File: src/rtl/pp_pkg.sv
package pp_pkg;

    // Identity of one of the two sample buffers.
    typedef enum logic {
        BANK_0 = 1'b0,
        BANK_1 = 1'b1
    } bank_e;

    // Other bank of the pair.
    function automatic bank_e bank_other(input bank_e b);
        return (b == BANK_0) ? BANK_1 : BANK_0;
    endfunction

    // Index width for a count of entries (at least one bit).
    function automatic int unsigned idx_bits(input int unsigned entries);
        return (entries > 1) ? $clog2(entries) : 1;
    endfunction

endpackage

File: src/rtl/pp_addr_fold.sv
module pp_addr_fold #(
    parameter int unsigned RA_W      = 5,
    parameter int unsigned BLOCK_LEN = 6,
    parameter int unsigned IDX_W     = 3
) (
    input  logic [RA_W-1:0]  addr_in,
    output logic [IDX_W-1:0] idx_out
);

    localparam bit IS_POW2 = ((BLOCK_LEN & (BLOCK_LEN - 1)) == 0);

    generate
        if (IS_POW2) begin : g_mask
            // Power-of-two length: the low bits are the remainder.
            logic [RA_W+IDX_W-1:0] wide;
            always_comb begin
                wide    = {{IDX_W{1'b0}}, addr_in};
                idx_out = wide[IDX_W-1:0];
            end
        end else begin : g_mod
            // Other lengths: true remainder.
            logic [31:0] rem;
            always_comb begin
                rem     = 32'(addr_in) % 32'(BLOCK_LEN);
                idx_out = rem[IDX_W-1:0];
            end
        end
    endgenerate

endmodule

File: src/rtl/pp_bank.sv
module pp_bank #(
    parameter int unsigned DATA_W = 16,
    parameter int unsigned DEPTH  = 6,
    parameter int unsigned IDX_W  = 3
) (
    input  logic              clk,
    input  logic              rst_n,
    input  logic              wr_en,
    input  logic [IDX_W-1:0]  wr_idx,
    input  logic [DATA_W-1:0] wr_data,
    input  logic [IDX_W-1:0]  rd_idx,
    output logic [DATA_W-1:0] rd_data
);

    logic [DATA_W-1:0] mem_d [DEPTH];
    logic [DATA_W-1:0] mem_q [DEPTH];

    always_comb begin
        for (int i = 0; i < DEPTH; i++) begin
            mem_d[i] = mem_q[i];
        end
        if (wr_en) begin
            for (int i = 0; i < DEPTH; i++) begin
                if (wr_idx == IDX_W'(i)) begin
                    mem_d[i] = wr_data;
                end
            end
        end
    end

    always_ff @(posedge clk or negedge rst_n) begin
        if (!rst_n) begin
            for (int i = 0; i < DEPTH; i++) begin
                mem_q[i] <= '0;
            end
        end else begin
            for (int i = 0; i < DEPTH; i++) begin
                mem_q[i] <= mem_d[i];
            end
        end
    end

    always_comb begin
        rd_data = '0;
        for (int i = 0; i < DEPTH; i++) begin
            if (rd_idx == IDX_W'(i)) begin
                rd_data = mem_q[i];
            end
        end
    end

endmodule

File: src/rtl/pp_ctrl.sv
module pp_ctrl
    import pp_pkg::*;
#(
    parameter int unsigned BLOCK_LEN = 6,
    parameter int unsigned IDX_W     = 3
) (
    input  logic             clk,
    input  logic             rst_n,
    input  logic             s_valid,
    input  logic             irq_ack,
    output logic             s_ready,
    output logic             wr_en,
    output bank_e            fill_bank,
    output logic [IDX_W-1:0] wr_idx,
    output logic             irq,
    output logic             overrun
);

    localparam logic [IDX_W-1:0] LAST_IDX = IDX_W'(BLOCK_LEN - 1);

    typedef struct packed {
        bank_e            fill;
        logic [IDX_W-1:0] widx;
        logic             pend;
        logic             irq;
        logic             ovr;
    } ctrl_t;

    ctrl_t st_d, st_q;
    logic  at_last;
    logic  blocked;
    logic  accept;
    logic  swap;

    always_comb begin
        at_last = (st_q.widx == LAST_IDX);
        blocked = at_last && st_q.pend;
        accept  = s_valid && !blocked;
        swap    = accept && at_last;

        st_d     = st_q;
        st_d.irq = swap;

        if (accept) begin
            st_d.widx = at_last ? '0 : st_q.widx + 1'b1;
        end
        if (swap) begin
            st_d.fill = bank_other(st_q.fill);
        end

        st_d.pend = (st_q.pend && !irq_ack) || swap;

        if (s_valid && blocked) begin
            st_d.ovr = 1'b1;
        end
    end

    always_ff @(posedge clk or negedge rst_n) begin
        if (!rst_n) begin
            st_q <= '{fill: BANK_0, widx: '0, pend: 1'b0, irq: 1'b0, ovr: 1'b0};
        end else begin
            st_q <= st_d;
        end
    end

    assign s_ready   = !blocked;
    assign wr_en     = accept;
    assign fill_bank = st_q.fill;
    assign wr_idx    = st_q.widx;
    assign irq       = st_q.irq;
    assign overrun   = st_q.ovr;

endmodule

File: src/rtl/pp_stream_buf.sv
module pp_stream_buf
    import pp_pkg::*;
#(
    parameter int unsigned DATA_W    = 16,
    parameter int unsigned BLOCK_LEN = 6,
    parameter int unsigned RA_W      = 5
) (
    input  logic              clk,
    input  logic              rst_n,
    input  logic              s_valid,
    input  logic [DATA_W-1:0] s_data,
    output logic              s_ready,
    input  logic [RA_W-1:0]   rd_addr,
    output logic [DATA_W-1:0] rd_data,
    output logic              irq,
    input  logic              irq_ack,
    output logic              proc_buf,
    output logic              overrun
);

    localparam int unsigned IDX_W  = idx_bits(BLOCK_LEN);
    localparam int unsigned NBANKS = 2;

    logic              wr_en;
    bank_e             fill_bank;
    logic [IDX_W-1:0]  wr_idx;
    logic [IDX_W-1:0]  rd_idx;
    logic [DATA_W-1:0] bank_rd [NBANKS];

    pp_ctrl #(
        .BLOCK_LEN (BLOCK_LEN),
        .IDX_W     (IDX_W)
    ) u_ctrl (
        .clk       (clk),
        .rst_n     (rst_n),
        .s_valid   (s_valid),
        .irq_ack   (irq_ack),
        .s_ready   (s_ready),
        .wr_en     (wr_en),
        .fill_bank (fill_bank),
        .wr_idx    (wr_idx),
        .irq       (irq),
        .overrun   (overrun)
    );

    pp_addr_fold #(
        .RA_W      (RA_W),
        .BLOCK_LEN (BLOCK_LEN),
        .IDX_W     (IDX_W)
    ) u_fold (
        .addr_in (rd_addr),
        .idx_out (rd_idx)
    );

    generate
        for (genvar b = 0; b < NBANKS; b++) begin : g_bank
            logic bank_we;
            assign bank_we = wr_en && (fill_bank == bank_e'(b));
            pp_bank #(
                .DATA_W (DATA_W),
                .DEPTH  (BLOCK_LEN),
                .IDX_W  (IDX_W)
            ) u_bank (
                .clk     (clk),
                .rst_n   (rst_n),
                .wr_en   (bank_we),
                .wr_idx  (wr_idx),
                .wr_data (s_data),
                .rd_idx  (rd_idx),
                .rd_data (bank_rd[b])
            );
        end
    endgenerate

    // The processor owns whichever bank is not being filled.
    assign proc_buf = (fill_bank == BANK_0);
    assign rd_data  = proc_buf ? bank_rd[1] : bank_rd[0];

endmodule

File: config.mk
export PLATFORM = sky130hd
export DESIGN_NAME = pp_stream_buf
export DESIGN_NICKNAME = d
export VERILOG_FILES = /design/src/rtl/pp_pkg.sv /design/src/rtl/pp_addr_fold.sv /design/src/rtl/pp_bank.sv /design/src/rtl/pp_ctrl.sv /design/src/rtl/pp_stream_buf.sv
export SDC_FILE = /design/constraint.sdc
export NUM_CORES = 1
export LEC_CHECK = 0
export BUFFER_PORTS_ARGS = -buffer_cell sky130_fd_sc_hd__buf_2
export CORE_MARGIN = 1
export CORE_UTILIZATION = 30
export CTS_CLUSTER_DIAMETER = 120
export DETAILED_ROUTE_END_ITERATION = 8
export GPL_ROUTABILITY_DRIVEN = 0
export PLACE_DENSITY = 0.58
export SKIP_CTS_REPAIR_TIMING = 1
export SYNTH_ARGS = -nofsm -noshare
export SYNTH_HDL_FRONTEND = slang
export SYNTH_SLANG_ARGS = --single-unit
File: constraint.sdc
create_clock -name clk -period 2.35 [get_ports clk]
set_input_delay 0.1175 -clock clk [delete_from_list [all_inputs] [get_ports clk]]
set_output_delay 0.1175 -clock clk [all_outputs]
set_load 0.1 [all_outputs]
Yosys cells after proc, flatten, opt, wreduce, memory -nomap -nowiden
Cells that the tools add are included.
Widths: inputs -> output; s select.
{ "op_classes": {"n_addsub": 1, "div_mod_pow": 1, "eq_ne": 10, "n_mux": 15, "bitwise": 1, "reduce_logical": 24} }
{ "ops": {"columns": ["cell", "n"], "rows": [
  ["$mux 16", 13],
  ["$mod 5x3->32 const B", 1],
  ["$reduce_and 2->1", 12],
  ["$eq 3x2->1 const B", 4],
  ["$eq 3x3->1 const B", 4],
  ["$logic_and 1x1->1", 7],
  ["$eq 3x1->1 const B", 2],
  ["$logic_not 3->1", 2],
  ["$add 3x1->3 const B", 1],
  ["$mux 3", 1],
  ["$logic_not 1->1", 2],
  ["$logic_or 1x1->1", 1],
  ["$mux 1", 1],
  ["$not 1->1", 1]
]} }
{ "word_totals": {"regBits": 199, "input_bits": 25, "output_inout_bits": 20, "wordCells": 69} }

Longest topological paths before layout
Gate-level depths: netlist of the first run.
{ "logic_depth": {"ltp_word": 9, "depth_mapped": 11, "ltp_nobuf": 7} }

Modules after synthesis
Synthesis of the first run repeated with hierarchy kept, for this count alone.
{ "hier_totals": {"hier_cells": 719, "hier_area_um2": 9924.5} }
{ "modules_own_cells": {"columns": ["module", "instances", "cells_each", "area_each_um2", "seq_area_each_um2"], "rows": [
  ["pp_bank", 2, 323, 4571.9, 2402.3],
  ["pp_ctrl", 1, 28, 326.6, 175.2],
  ["pp_stream_buf", 1, 21, 257.7, 0.0],
  ["pp_addr_fold", 1, 24, 196.4, 0.0]
]} }

Worst setup path after synthesis of the first run
No wires, ideal clock.
{ "synth_timing": {"path_type": "input-to-output", "startpoint": "in rd_addr[3]", "endpoint": "out rd_data[13]", "t_arrival_ns": 3.235, "t_required_ns": 2.233, "path_slack_ns": -1.002, "stages": 9, "path_buffers": 2, "path_cell_list": "buf_4 clkbuf_1 ha_1 nand4b_1 a211oi_2 a2111oi_4 o31ai_1 o32a_1 o311ai_2"} }
{ "synth_between": {"elab_chain_cells": 9, "elab_cells_between_ends": 20, "cone_classes": "div: 1; eq/ne: 5; mux: 13; reduce/logical: 1"} }
{ "synth_rtl": {"columns": ["element", "line", "source"], "rows": [
  ["start, declared", "pp_stream_buf.sv:13", "input logic [RA_W-1:0] rd_addr,"],
  ["$mod 5x3->32 *", "pp_addr_fold.sv:24", "rem = 32'(addr_in) % 32'(BLOCK_LEN);"],
  ["$logic_not 3->1", "pp_bank.sv:46", "if (rd_idx == IDX_W'(i)) begin"],
  ["$mux 16 (6 in a row)", "pp_bank.sv:46", null],
  ["$mux 16 *", "pp_stream_buf.sv:77", "assign rd_data = proc_buf ? bank_rd[1] : bank_rd[0];"],
  ["end, declared", "pp_stream_buf.sv:14", "output logic [DATA_W-1:0] rd_data,"]
]} }
Every way passes the cells marked *; elsewhere a longest branch is shown, timed or not.

Final worst setup path of the first run
{ "layout_timing": {"startpoint": "in rd_addr[4]", "endpoint": "out rd_data[13]"} }
Same word-level chain as after synthesis.

==> flow_summary_export.csv, run 1 <==
group,metric,value,unit
grt,grtUsageTotal,16.04,%
yosys,ys_types,67,
placement,place_area,11230,um^2
yosys,syn-cell-area,9733,um^2
clock_network,cts-root-buf,"clkbuf_16",
power_and_ir_drop,p_int,10.06,mW
setup_path,max_stage_delay,0.35,ns
detailed_routing,vias,6493,
placement,dpl_worst_slack,-0.1258,ns
setup_path,cp_data_required_time,2.23,ns
setup_path,path_class,"in2out",
layout,fin_nets,848,
yosys,synthArstFlopShare,100.0,%
timing,worst_slew_pin_slew,0.6520,ns
power_and_ir_drop,total_power,16.02,mW
timing,relSlewSlack,56.53,%
die,io_pins,45,
power_and_ir_drop,ir_drop,0.001137,V
setup_path,crit_path_top_delay_cell,"o31a_4",
detailed_routing,drc,0,
yosys,syn-num-nets,773,
min_path,hold_class,"in2reg",
timing,fin_skew,0.009834,ns
outcome,violations,"negative setup slack",
yosys,syn_avg_cell_area,13.05,um^2
yosys,ys.flop_type,"dfrtp_1",
layout,syn2layout_area_growth,26.01,%
die,die_area,33170,um^2
power_and_ir_drop,switchingPower,5.957,mW
layout,drive_gt1_share,52.64,%
detailed_routing,first_pass_iters,4,
grt,grt_pass1_wl,40.24,mm
power_and_ir_drop,clkPwrFrac,18.5,%
detailed_routing,drtIter0Drc,321,
timing,fin_crit_sh,104.7,%
layout,utilization,38.67,%
setup_path,r2r_slack,0.30,ns
detailed_routing,via_per_inst,5.253,
clock_network,cts-buffers-inserted,17,
setup_path,startpoint_type,"input pin",
timing,fmax,0.4063,GHz
die,coreArea,31720,um^2
setup_path,crit_path_end_kind,"primary output",
die,start_util,30.69,%
timing,fin_ws,-0.1111,ns
power_and_ir_drop,power_density,1306,nW/um^2
yosys,synthCells,746,
power_and_ir_drop,p_leak,5.162,nW
timing,period_needed,2.461,ns
yosys,post-synth-top-area-cell,"dfrtp_1",
yosys,synth_top_area_share,51.16,%
die,rows,65,
grt,overflow,0,
detailed_routing,drt_wl_total,26.00,mm
setup_path,critPathMaxFanout,7,
clock_network,clkTransAtPathRegs,0.08,ns
run,drv_cap,0,
outcome,status,"finished with violations",
layout,fin_area,12260,um^2
grt,grt_pass1_vias,6576,
power_and_ir_drop,swShare,37.20,%
setup_path,crit_path_frequent_cell,"buf_12",
layout,diodes,0,
detailed_routing,detail-route-antenna-nets,0,
setup_path,path_cells,"buf_8 > ha_4 > and3b_1 > o31a_4 > o21ai_4 > buf_12 > buf_12 > o31ai_4 > o32a_1 > o311ai_4 > buf_12",
clock_network,cts_buffer_depth,2,
timing,tns,-0.6101,ns
clock_network,cts_tree,"yes",
yosys,synth_area_leaders,"dfrtp_1 (51%), mux2_2 (23%), mux2i_1 (3.0%)",
placement,dp_hpwl,16.42,mm
timing,hold_viol,0,
grt,grt_max_degree,77,
timing,slew_viol_final,0,
detailed_routing,wl_per_cell,21.03,um
clock_network,clock_latency,0.44,ns
timing,setup_viol,11,
yosys,synth-seq-area-share,51.16,%
placement,io_buffer_count,44,
layout,final_common_cell,"mux2_2",
yosys,synth_warnings,0,
timing,rsz0062_at_grt,"true",
yosys,yosys_register_bits,199,
grt,antenna_found_initial,0,
die,die_h,182.1,um
clock_network,htreeDepth,4,
layout,mostFrequentLayoutCells,"mux2_2 (200), dfrtp_1 (198), buf_4 (56), nor3_1 (37), buf_12 (34)",
power_and_ir_drop,comb_power_share,44.3,%
clock_network,cts.sinks,199,
power_and_ir_drop,seqPwrFrac,37.2,%
yosys,synth_edf_count,0,
die,die_w,182.1,um
setup_path,crit_arrival,2.34,ns
## routing by layer
metal / routed length, um / GRT usage (%) / up-vias
met3: 1010 / 2.654 / 21
met2: 12450 / 25.66 / 121
met4: 302 / 3.866 / 0
li1: - / - / 2939
met5: 0 / 0 / -
met1: 12240 / 22.58 / 3412
## power by group through the flow
stage,registers [mW],logic [mW],clock network (mW)
floorplan,5.78,4.90,0
global placement,5.93,6.77,0
detailed placement,5.98,6.85,0
CTS,5.92,6.88,3.02
global route,6.18,7.52,3.15
finish,5.96,7.09,2.97
## path summary, 6_finish.rpt
| check | startpoint | to | depth (start not counted) |
|---|---|---|---|
| hold reg to reg | u_ctrl.overrun | u_ctrl.overrun | 1 |
| hold / removal | s_valid | u_ctrl.overrun | 3 |
| min in group asynchronous | rst_n | g_bank[1].u_bank.mem_q[74] | 2 |
| max in group asynchronous | rst_n | g_bank[1].u_bank.mem_q[66] | 3 |
| setup reg to reg | u_ctrl.wr_idx[0] | g_bank[1].u_bank.mem_q[87] | 7 |
| setup / recovery | rd_addr[4] | rd_data[13] | 11 |
## sequential cells by signal, summed over array words and instances (netlist names)
register / flops
u_ctrl.irq: 1
g_bank.u_bank.mem_q: 192
u_ctrl.wr_idx: 3
u_ctrl.overrun: 1
u_ctrl.fill_bank: 1
u_ctrl.st_q: 1
## worst max-delay path, delay by kind of cell
| family | cells | cell delay (ns) |
|---|---|---|
| buffers and inverters | 4 | 0.61 |
| adders and majority gates | 1 | 0.28 |
| and+or+nand+nor | 1 | 0.19 |
| AOI/OAI and AO/OA | 5 | 1.13 |
## cells by family (layout without fill, tap and decap cells)
logic type / Yosys count / after routing / share of synthesized area (%)
mux: 231 / 231 / 26.58
buf+inv: 79 / 167 / 4.294
simple gates: 111 / 111 / 6.698
fa+ha+maj: 2 / 2 / 0.2571
flops: 199 / 199 / 51.16
xor+xnor: 1 / 1 / 0.09000
compound gates: 123 / 123 / 10.91
## through the flow
stage / hold WS, ns / cells
3_3_place_gp: 0.1977 / 1191
5_1_grt: 0.05258 / 1236
6_report: 0.01683 / 1236
3_5_place_dp: 0.1934 / 1191
2_1_floorplan: -0.1781 / 746
4_1_cts: -0.2810 / 1223
## layout make-up
cell class                 instances  area [um^2]
clock buffer                      19        452.9
sequential                       199         4981
clock inverter                    13        136.4
tap                              402        503.0
inverter                           9        37.54
multi-input combinational        468         4755
fill                            3037        19450
timing repair buffer             126         1399
## Yosys cell counts, types with 3 or more instances
master and instances:
mux2_2 200, clkbuf_1 34, a22o_1 10, dfrtp_1 199
nand3b_1 3, o32ai_1 23, nor3_1 45, buf_2 20
nand2_1 18, inv_1 7, o21a_1 22, nor3_2 11
buf_6 8, buf_4 4, o32a_1 5, o21ai_0 8
mux2i_1 29, nand3_1 8, o31ai_1 26, nor2_1 8
(Power assumes the default switching activity.)
==> inputs of run 2 (changes only) <==
==> constraint.sdc (replaced) <==
create_clock -name clk -period 2.1 [get_ports clk]
set_input_delay 0.105 -clock clk [delete_from_list [all_inputs] [get_ports clk]]
set_output_delay 0.105 -clock clk [all_outputs]
set_load 0.1 [all_outputs]
==> flow_summary_export.csv, run 2 (synthesis gave the netlist of run 1 again) <==
group,metric,value,unit
timing,rsz0062_at_grt,"true",
timing,fin_skew,0.01309,ns
timing,worst_slew_pin_slew,0.6183,ns
die,die_area,33170,um^2
outcome,status,"finished with violations",
die,die_h,182.1,um
placement,dpl_worst_slack,-0.4148,ns
setup_path,startpoint_type,"input pin",
detailed_routing,via_per_inst,5.199,
layout,final_common_cell,"dfrtp_1",
clock_network,cts-buffers-inserted,17,
timing,tns,-4.609,ns
layout,top_register,"g_bank.u_bank.mem_q",
power_and_ir_drop,ir_drop,0.001047,V
timing,hold_viol,0,
timing,whs,0.04006,ns
timing,slew_viol_final,0,
placement,io_buffer_count,44,
die,io_pins,45,
layout,mostFrequentLayoutCells,"dfrtp_1 (199), mux2_2 (190), buf_4 (58), nor3_1 (43), buf_12 (39)",
clock_network,cts.sinks,199,
clock_network,htreeDepth,4,
grt,overflow,0,
setup_path,crit_arrival,2.34,ns
detailed_routing,drtIter0Drc,355,
layout,fin_area,12320,um^2
clock_network,cts_buffer_depth,2,
setup_path,critPathMaxFanout,11,
layout,syn2layout_area_growth,26.55,%
detailed_routing,detail-route-antenna-nets,0,
die,coreArea,31720,um^2
clock_network,cts-root-buf,"clkbuf_16",
timing,fin_crit_sh,116.4,%
power_and_ir_drop,power_density,1452,nW/um^2
detailed_routing,drc,0,
detailed_routing,drt_wl_total,25.24,mm
detailed_routing,vias,6441,
layout,diodes,0,
timing,fmax,0.4092,GHz
outcome,violations,"negative setup slack",
die,die_w,182.1,um
clock_network,clkTransAtPathRegs,0.08,ns
detailed_routing,wl_per_cell,20.37,um
timing,setup_viol,16,
grt,grt_pass1_vias,6659,
layout,drive_gt1_share,52.33,%
layout,largest_reg_flops,192,
layout,utilization,38.83,%
run,drv_cap,0,
grt,grt_max_degree,72,
clock_network,cts_tree,"yes",
timing,period_needed,2.444,ns
die,rows,65,
grt,antenna_found_initial,1,
die,start_util,30.69,%
layout,fin_nets,851,
setup_path,cp_data_required_time,2.00,ns
placement,dp_hpwl,16.73,mm
timing,relSlewSlack,58.78,%
detailed_routing,first_pass_iters,4,
timing,fin_ws,-0.3438,ns
setup_path,crit_path_end_kind,"primary output",
min_path,hold_class,"in2reg",
setup_path,path_class,"in2out",
grt,grt_pass1_wl,40.34,mm
power_and_ir_drop,p_leak,5.226,nW
placement,place_area,11440,um^2
grt,grtUsageTotal,16.02,%
clock_network,clock_latency,0.44,ns
==> run 2: cell types whose count changed in the layout (fill, tap and decap cells not counted), moves of 4 or more <==
cell / delta
buf_12: +5
mux2_2: -10
mux2_4: +10
nand2_1: -4
nand2_2: +4
nand3_1: -4
nor3_1: +6
nor3_2: -5
==> run 2: layer usage <==
metal	track usage, %	up-vias	part of all wire (%)
met5	0	-	0
met4	4.202	0	1.3
met3	2.734	23	2.6
met2	25.98	83	48
met1	22.08	3385	48
li1	-	2950	-
==> run 2: power by group <==
group	total, mW	leakage, nW	switching, mW	internal [mW]
Combinational	7.99	2.50	4.07	3.92
Sequential	6.68	2.44	1.00	5.68
Clock	3.22	0.282	1.56	1.66
==> run 2: path summary, 6_finish.rpt <==
check / start / endpoint / slack, ns / cells past startpoint
worst min register to register: u_ctrl.overrun / u_ctrl.overrun / 0.48 / 1
worst max register to register: u_ctrl.wr_idx[1] / g_bank[1].u_bank.mem_q[95] / 0.18 / 7
worst max-delay path: rd_addr[4] / rd_data[8] / -0.34 / 10
max in group asynchronous: rst_n / g_bank[0].u_bank.mem_q[50] / 1.15 / 3
min in group asynchronous: rst_n / g_bank[0].u_bank.mem_q[4] / 0.25 / 2
worst min-delay path: s_valid / u_ctrl.overrun / 0.04 / 3
==> run 2: final cells by class <==
cell class	count	area [um^2]
clock inverters	12	105.1
flip-flops and latches	199	4980
fillers	3024	19400
multi-input cells	468	4791
clock buffers	20	466.7
repair buffers	129	1438
well taps	402	503.0
inverters	9	33.78
==> run 2: critical path, cell delays in order <==
cell	delay (ns)
buf_8	0.10
buf_4	0.13
or4b_1	0.57
o31a_4	0.16
o21ai_4	0.07
buf_12	0.17
nor3_1	0.06
o32a_1	0.40
o32ai_4	0.34
buf_12	0.22
==> run 2: stage by stage <==
stage                     instances  power (mW)
after floorplan                 746       12.08
after global placement         1199       14.36
after detailed placement       1199       14.51
after CTS                      1231       17.78
after global routing           1239       18.84
final                          1239       17.88
